**src/rtl/uart_byte_rx_pkg.sv**
```systemverilog
package uart_byte_rx_pkg;
  typedef enum logic [2:0] {
    ST_IDLE  = 3'd0,
    ST_START = 3'd1,
    ST_DATA  = 3'd2,
    ST_STOP  = 3'd3,
    ST_BREAK = 3'd4
  } rx_state_e;
endpackage

```
**src/rtl/uart_byte_rx_sync.sv**
```systemverilog
module uart_byte_rx_sync #(
  parameter int STAGES = 2
) (
  input  logic clk,
  input  logic d_async,
  output logic q_sync
);
  // Stages start high so that power-up looks like an idle line.
  logic [STAGES-1:0] stage = '1;

  generate
    if (STAGES == 1) begin : g_one
      always_ff @(posedge clk) stage[0] <= d_async;
    end else begin : g_many
      always_ff @(posedge clk) stage <= {stage[STAGES-2:0], d_async};
    end
  endgenerate

  assign q_sync = stage[STAGES-1];
endmodule

```
**src/rtl/uart_byte_rx_timer.sv**
```systemverilog
module uart_byte_rx_timer #(
  parameter int CNT_W = 4
) (
  input  logic             clk,
  input  logic             load,
  input  logic [CNT_W-1:0] load_val,
  output logic             expired
);
  logic [CNT_W-1:0] cnt = '0;

  always_ff @(posedge clk) begin
    if (load)
      cnt <= load_val;
    else if (cnt != '0)
      cnt <= cnt - 1'b1;
  end

  assign expired = (cnt == '0);
endmodule

```
**src/rtl/uart_byte_rx_shift.sv**
```systemverilog
module uart_byte_rx_shift #(
  parameter int WIDTH = 8
) (
  input  logic             clk,
  input  logic             shift_en,
  input  logic             bit_in,
  output logic [WIDTH-1:0] word
);
  logic [WIDTH-1:0] sr = '0;

  // Bits arrive LSB first: each new bit enters at the top and moves down.
  always_ff @(posedge clk) begin
    if (shift_en)
      sr <= {bit_in, sr[WIDTH-1:1]};
  end

  assign word = sr;
endmodule

```
**src/rtl/uart_byte_rx.sv**
```systemverilog
module uart_byte_rx
  import uart_byte_rx_pkg::*;
#(
  parameter int CLKS_PER_BIT = 10,
  parameter int DATA_BITS    = 8,
  parameter int SYNC_STAGES  = 2
) (
  input  logic                 clk,
  input  logic                 rx_line,
  output logic [DATA_BITS-1:0] rx_byte,
  output logic                 rx_strobe
);
  localparam int CNT_W  = (CLKS_PER_BIT > 2) ? $clog2(CLKS_PER_BIT) : 1;
  localparam int BIDX_W = (DATA_BITS > 2) ? $clog2(DATA_BITS) : 1;
  localparam logic [CNT_W-1:0]  HALF_LD = CNT_W'(CLKS_PER_BIT / 2 - 1);
  localparam logic [CNT_W-1:0]  FULL_LD = CNT_W'(CLKS_PER_BIT - 1);
  localparam logic [BIDX_W-1:0] LAST_IX = BIDX_W'(DATA_BITS - 1);

  logic                 line_s;
  logic                 tmr_load;
  logic [CNT_W-1:0]     tmr_val;
  logic                 tmr_done;
  logic                 shift_en;
  logic [DATA_BITS-1:0] shift_word;

  rx_state_e             state     = ST_IDLE;
  rx_state_e             state_nx;
  logic [BIDX_W-1:0]     bit_ix    = '0;
  logic [DATA_BITS-1:0]  byte_q    = '0;
  logic                  strobe_q  = 1'b0;

  uart_byte_rx_sync #(.STAGES(SYNC_STAGES)) u_sync (
    .clk     (clk),
    .d_async (rx_line),
    .q_sync  (line_s)
  );

  uart_byte_rx_timer #(.CNT_W(CNT_W)) u_timer (
    .clk      (clk),
    .load     (tmr_load),
    .load_val (tmr_val),
    .expired  (tmr_done)
  );

  uart_byte_rx_shift #(.WIDTH(DATA_BITS)) u_shift (
    .clk      (clk),
    .shift_en (shift_en),
    .bit_in   (line_s),
    .word     (shift_word)
  );

  always_comb begin
    state_nx = state;
    tmr_load = 1'b0;
    tmr_val  = FULL_LD;
    shift_en = 1'b0;
    unique case (state)
      ST_IDLE: if (!line_s) begin
        tmr_load = 1'b1;
        tmr_val  = HALF_LD;
        state_nx = ST_START;
      end
      ST_START: if (tmr_done) begin
        if (!line_s) begin
          tmr_load = 1'b1;
          state_nx = ST_DATA;
        end else begin
          state_nx = ST_IDLE;
        end
      end
      ST_DATA: if (tmr_done) begin
        shift_en = 1'b1;
        tmr_load = 1'b1;
        if (bit_ix == LAST_IX) state_nx = ST_STOP;
      end
      ST_STOP: if (tmr_done) begin
        state_nx = line_s ? ST_IDLE : ST_BREAK;
      end
      ST_BREAK: if (line_s) state_nx = ST_IDLE;
      default: state_nx = ST_IDLE;
    endcase
  end

  always_ff @(posedge clk) begin
    state    <= state_nx;
    strobe_q <= 1'b0;
    if (state == ST_START)
      bit_ix <= '0;
    else if (shift_en)
      bit_ix <= bit_ix + 1'b1;
    if (state == ST_STOP && tmr_done && line_s) begin
      strobe_q <= 1'b1;
      byte_q   <= shift_word;
    end
  end

  assign rx_byte   = byte_q;
  assign rx_strobe = strobe_q;
endmodule

```
**config.mk**
```make
export PLATFORM = sky130hd
export DESIGN_NAME = uart_byte_rx
export DESIGN_NICKNAME = d
export VERILOG_FILES = /design/src/rtl/uart_byte_rx_pkg.sv /design/src/rtl/uart_byte_rx_sync.sv /design/src/rtl/uart_byte_rx_timer.sv /design/src/rtl/uart_byte_rx_shift.sv /design/src/rtl/uart_byte_rx.sv
export SDC_FILE = /design/constraint.sdc
export NUM_CORES = 1
export LEC_CHECK = 0
export ABC_AREA = 1
export BUFFER_PORTS_ARGS = -buffer_cell sky130_fd_sc_hd__clkbuf_2
export CAP_MARGIN = 20
export CORE_ASPECT_RATIO = 0.9
export CORE_MARGIN = 4
export CORE_UTILIZATION = 40
export DETAILED_ROUTE_END_ITERATION = 10
export PLACE_DENSITY_LB_ADDON = 0.15
export SLEW_MARGIN = 30
export SYNTH_ARGS = -nofsm -noshare
export SYNTH_HDL_FRONTEND = slang
export SYNTH_SLANG_ARGS = --single-unit
export TNS_END_PERCENT = 5
```
**constraint.sdc**
```tcl
create_clock -name clk -period 3.6 [get_ports clk]
set_input_delay 0.72 -clock clk [delete_from_list [all_inputs] [get_ports clk]]
set_output_delay 0.72 -clock clk [all_outputs]
set_load 0.1 [all_outputs]
```
# --- After elaboration in Yosys (flattened, before gate mapping) ---
# Cells that the tools add are included.
word_totals:
  register_bits: 29
  inputBits: 2
  output_inout_bits: 9
  word_cells: 46
op_classes:
  addsub: 2
  n_eq_ne: 11
  mux: 19
  n_reduce_logical: 7
ops:
  columns: ["cell", "n"]
  rows:
  - ["two-way mux 3 bit", 7]
  - ["two-way mux 4 bit", 4]
  - ["one-hot mux 3 bit (5 select lines)", 1]
  - ["inequality test 2 bit, second input constant", 5]
  - ["equality test 3 x 2 -> 1 bit, second input constant", 2]
  - ["equality test 3 bit, second input constant", 2]
  - ["AND reduction 6 bit", 1]
  - ["two-way mux 1 bit", 5]
  - ["logical NOT 4 bit", 1]
  - ["nonzero test 4 bit", 1]
  - ["subtractor 4 x 1 -> 4 bit, second input constant", 1]
  - ["adder 3 x 1 -> 3 bit, second input constant", 1]
  - ["equality test 3 x 1 -> 1 bit, second input constant", 1]
  - ["logical NOT 3 bit", 1]
  - ["one-hot mux 1 bit (3 select lines)", 1]
  - ["logical AND 1 bit", 2]
  - ["two-way mux 2 bit", 1]
  - ["inequality test 2 x 1 -> 1 bit, second input constant", 1]
  - ["nonzero test 2 bit", 1]

# --- Depth between registers and ports, before layout ---
logic_depth:
  ltp_word: 4
  ltp_mapped: 8
  depth_no_buf: 8

# --- By module ---
# A second synthesis with hierarchy kept.
unflattened:
  hier_cells: 96
  hier_area_um2: 1143.6
modules_own_cells:
  columns: ["mod", "instances", "cells_each", "area_each_um2", "seq_area_each_um2"]
  rows:
  - ["uart_byte_rx", 1, 60, 639.4, 410.4]
  - ["uart_byte_rx_shift", 1, 8, 240.2, 240.2]
  - ["uart_byte_rx_timer", 1, 26, 224.0, 120.1]
  - ["uart_byte_rx_sync", 1, 2, 40.0, 40.0]

# --- Worst setup path after synthesis ---
# OpenSTA, ideal clock, no wires.
synth_timing:
  path_type: "register -> register"
  from: "register u_timer.cnt[0]"
  to: "register byte_q[0] (netlist: rx_byte[0]) (enable)"
  setup_ns: 0.385
  arrival_time_ns: 1.414
  required_ns: 3.215
  setup_slack_ns: 1.801
  stages_incl_launch_ff: 5
  cell_sequence: "edfxtp_1 > inv_1 > ha_1 > nand2_1 > nor3_1"
synth_between:
  elab_chain_len: 3
synth_lines:
  columns: ["element", "line", "source"]
  rows:
  - ["start, declared", "uart_byte_rx_timer.sv:9", "logic [CNT_W-1:0] cnt = '0;"]
  - ["start signal, assigned", "uart_byte_rx_timer.sv:13", "cnt <= load_val;"]
  - ["start signal, assigned", "uart_byte_rx_timer.sv:15", "cnt <= cnt - 1'b1;"]
  - ["logical NOT 4 bit", "uart_byte_rx_timer.sv:18", "assign expired = (cnt == '0);"]
  - ["logical AND 1 bit (2 in a row)", "uart_byte_rx.sv:91", "if (state == ST_STOP && tmr_done && line_s) begin"]
  - ["end signal, assigned", "uart_byte_rx.sv:93", "byte_q <= shift_word;"]
  - ["end, declared", "uart_byte_rx.sv:29", "logic [DATA_BITS-1:0] byte_q = '0;"]
# Every way passes these cells.
# A chain may end at the register's enable or synchronous reset.

# --- Worst setup path after layout ---
layout_timing:
  from: "register byte_q[6] (netlist: rx_byte[6])"
  to: "output port rx_byte[6]"
layout_rtl:
  columns: ["element", "line", "source"]
  rows:
  - ["end, declared", "uart_byte_rx.sv:10", "output logic [DATA_BITS-1:0] rx_byte,"]
# No word-level cell between the ends.

==> results.yml <==
synth:
  mappedNetlistArea_um2: 1140
  ys_warn_count: 0
  ys_top_cells_by_area: "edfxtp_1 61%, dfxtp_1 11%, nor2_1 3.6%"
  ys_types: 22
  synth_ff_type: "edfxtp_1"
  async_flop_share: 0
  seq_area_frac_synth: 0.711
  synth_top_area_share: 0.606
  syn_inst: 91
  synthesis.nets: 96
  synth_edf_count: 23
  synth-seq-cells: 29
  synth.largest_area_cell: "edfxtp_1"
  avgSynthCellArea_um2: 12.5
sta:
  slew_viol_final: 0
  tightest_slew_ns: 0.542
  setup_viol: 0
  fin_ws_ns: 1.78
  tns_ns: 0
  slew_headroom: 0.640
  fin_crit_sh: 0.506
  period_needed_ns: 1.82
  rsz0062_at_grt: "false"
  clock.fmax_mhz: 549
  clock_skew_ns: 0.00938
  hold_viol_final: 0
final_layout:
  antenna_cells: 0
  synthToLayoutAreaGrowth_pct: 14.7
  final_cell_area_um2: 1310
  post-route-util: 0.476
  drive_gt1_frac: 0.255
  layout_common_cells: "23 x edfxtp_1, 11 x nor2_1, 10 x nand2_1, 10 x clkbuf_2, 9 x inv_1"
  nets: 114
  nFillCells: 265
  final_common_cell: "edfxtp_1"
grt:
  antenna_found_initial: 0
  grt_pass1_vias: 695
  grt_pass1_wl_um: 3070
  grt_max_degree: 12
  grt_util_all_layers: 0.113
  gr-total-overflow: 0
clock_tree:
  clock_sinks: 29
  post_cts_resized: 0
  cts_hold_buffers: 0
  path_clk_slew_ns: 0.08
  cts_setup_buffers: 0
  cts_root_buffer: "clkbuf_4"
  clockBufferDepth: 2
  cts_tree: "built"
  clkLatencyLatePin_ns: 0.32
  numCtsBuffers: 5
  cts_max_level: 2
placed_design:
  place_area_um2: 1250
  place.gp.congestion: 0.714
  pre_cts_slack_ns: 1.98
  dp_hpwl_um: 1280
  port_buffers: 10
detailed_routing:
  antenna_left: 0
  routed_wl_um: 1770
  firstDrtPassIters: 4
  num_vias: 695
  drt_iter0_drc: 22
  wl_per_cell_um: 11.8
  drcViolationCount: 0
  avgViaCountPerCell: 4.63
setup_path:
  cp_top_family: "buffers and inverters"
  critPathSlowestCell: "clkbuf_2"
  cp-start-kind: "flip-flop"
  path_max_fanout: 1
  cp.arrival_ns: 1.10
  crit_chain: "clkbuf_2"
  end_kind: "primary output"
  max_stage_delay_ns: 0.45
  critPathBufInv: 1
  required_ns: 2.88
  crit_type: "flip-flop to primary output"
die:
  start_util: 0.415
  die_area_um2: 3770
  pin_count: 11
  die_width_um: 64.3
  row_count: 18
  die_h_um: 58.6
  core_um2: 2750
min_path:
  holdCritPathClass: "flip-flop to flip-flop"
power:
  powerDensity_nw_per_um2: 744
  leakage_uw: 0.000539
  peakVddDrop_v: 0.000270
  totalPowerFinal_uw: 972
run:
  max_cap_viol_count: 0
status:
  status: "finished clean"
## logic make-up after synthesis
kind of cell	synth area share
and+or+nand+nor	0.155
xor gates and xnor gates	0.00769
DFF	0.711
AOI/OAI and AO/OA	0.0494
buffers and inverters	0.0439
adders and majority gates	0.0329
## metal layers
layer	vias to the layer above	global-route usage	share of wire
li1	347	-	-
met1	324	0.120	0.45
met2	20	0.187	0.48
met3	4	0.0592	0.061
met4	0	0.0542	0.013
met5	-	0	0
## worst paths after layout
| kind | startpoint | cells past startpoint | slack, ns | endpoint |
|---|---|---|---|---|
| setup / recovery | rx_byte[6]$_DFFE_PP_ | 1 | 1.78 | rx_byte[6] |
| hold / removal | u_sync.stage[0]$_DFF_P_ | 0 | 0.33 | u_sync.stage[1]$_DFF_P_ |
| setup reg to reg | u_timer.cnt[0]$_DFFE_PP_ | 6 | 1.96 | state[0]$_DFFE_PP_ |
| hold reg to reg | u_sync.stage[0]$_DFF_P_ | 0 | 0.33 | u_sync.stage[1]$_DFF_P_ |
## synth_stat cells (2+ instances only)
cell type and number:
inv_1 9, inv_2 2, nand2_2 2, o21ai_0 2
edfxtp_1 23, dfxtp_1 6, ha_1 3, a21oi_1 2
nand3_1 7, nand2_1 10, o21ai_1 4, nor2_1 11
## stage by stage
stage / hold slack, ns / std cells
detailed placement: 0.312 / 142
floorplan: 0.310 / 91
finish: 0.334 / 150
CTS: 0.335 / 150
global route: 0.354 / 150
global placement: 0.314 / 142
## report_power, final
part	internal, uW	switching, uW	total, uW
Sequential	453	53.0	506
Combinational	92.0	173	265
Clock	91.7	110	201
## state kept, by name (all words and copies together), names as in the netlist
name	cells
state	3
rx_strobe	1
u_shift.word	8
u_timer.cnt	4
rx_byte	8
bit_ix	3
u_sync.stage	2
## layout make-up
cell class	instances	area [um^2]	area share
Tap cell	40	50.0	0.0383
Timing Repair Buffer	11	57.6	0.0440
Clock buffer	6	51.3	0.0392
Multi-Input combinational cell	50	279	0.213
Clock inverter	2	8.76	0.00670
Sequential cell	29	811	0.620
Inverter	12	50.0	0.0383
No activity file was read; power rests on OpenSTA's default activity.
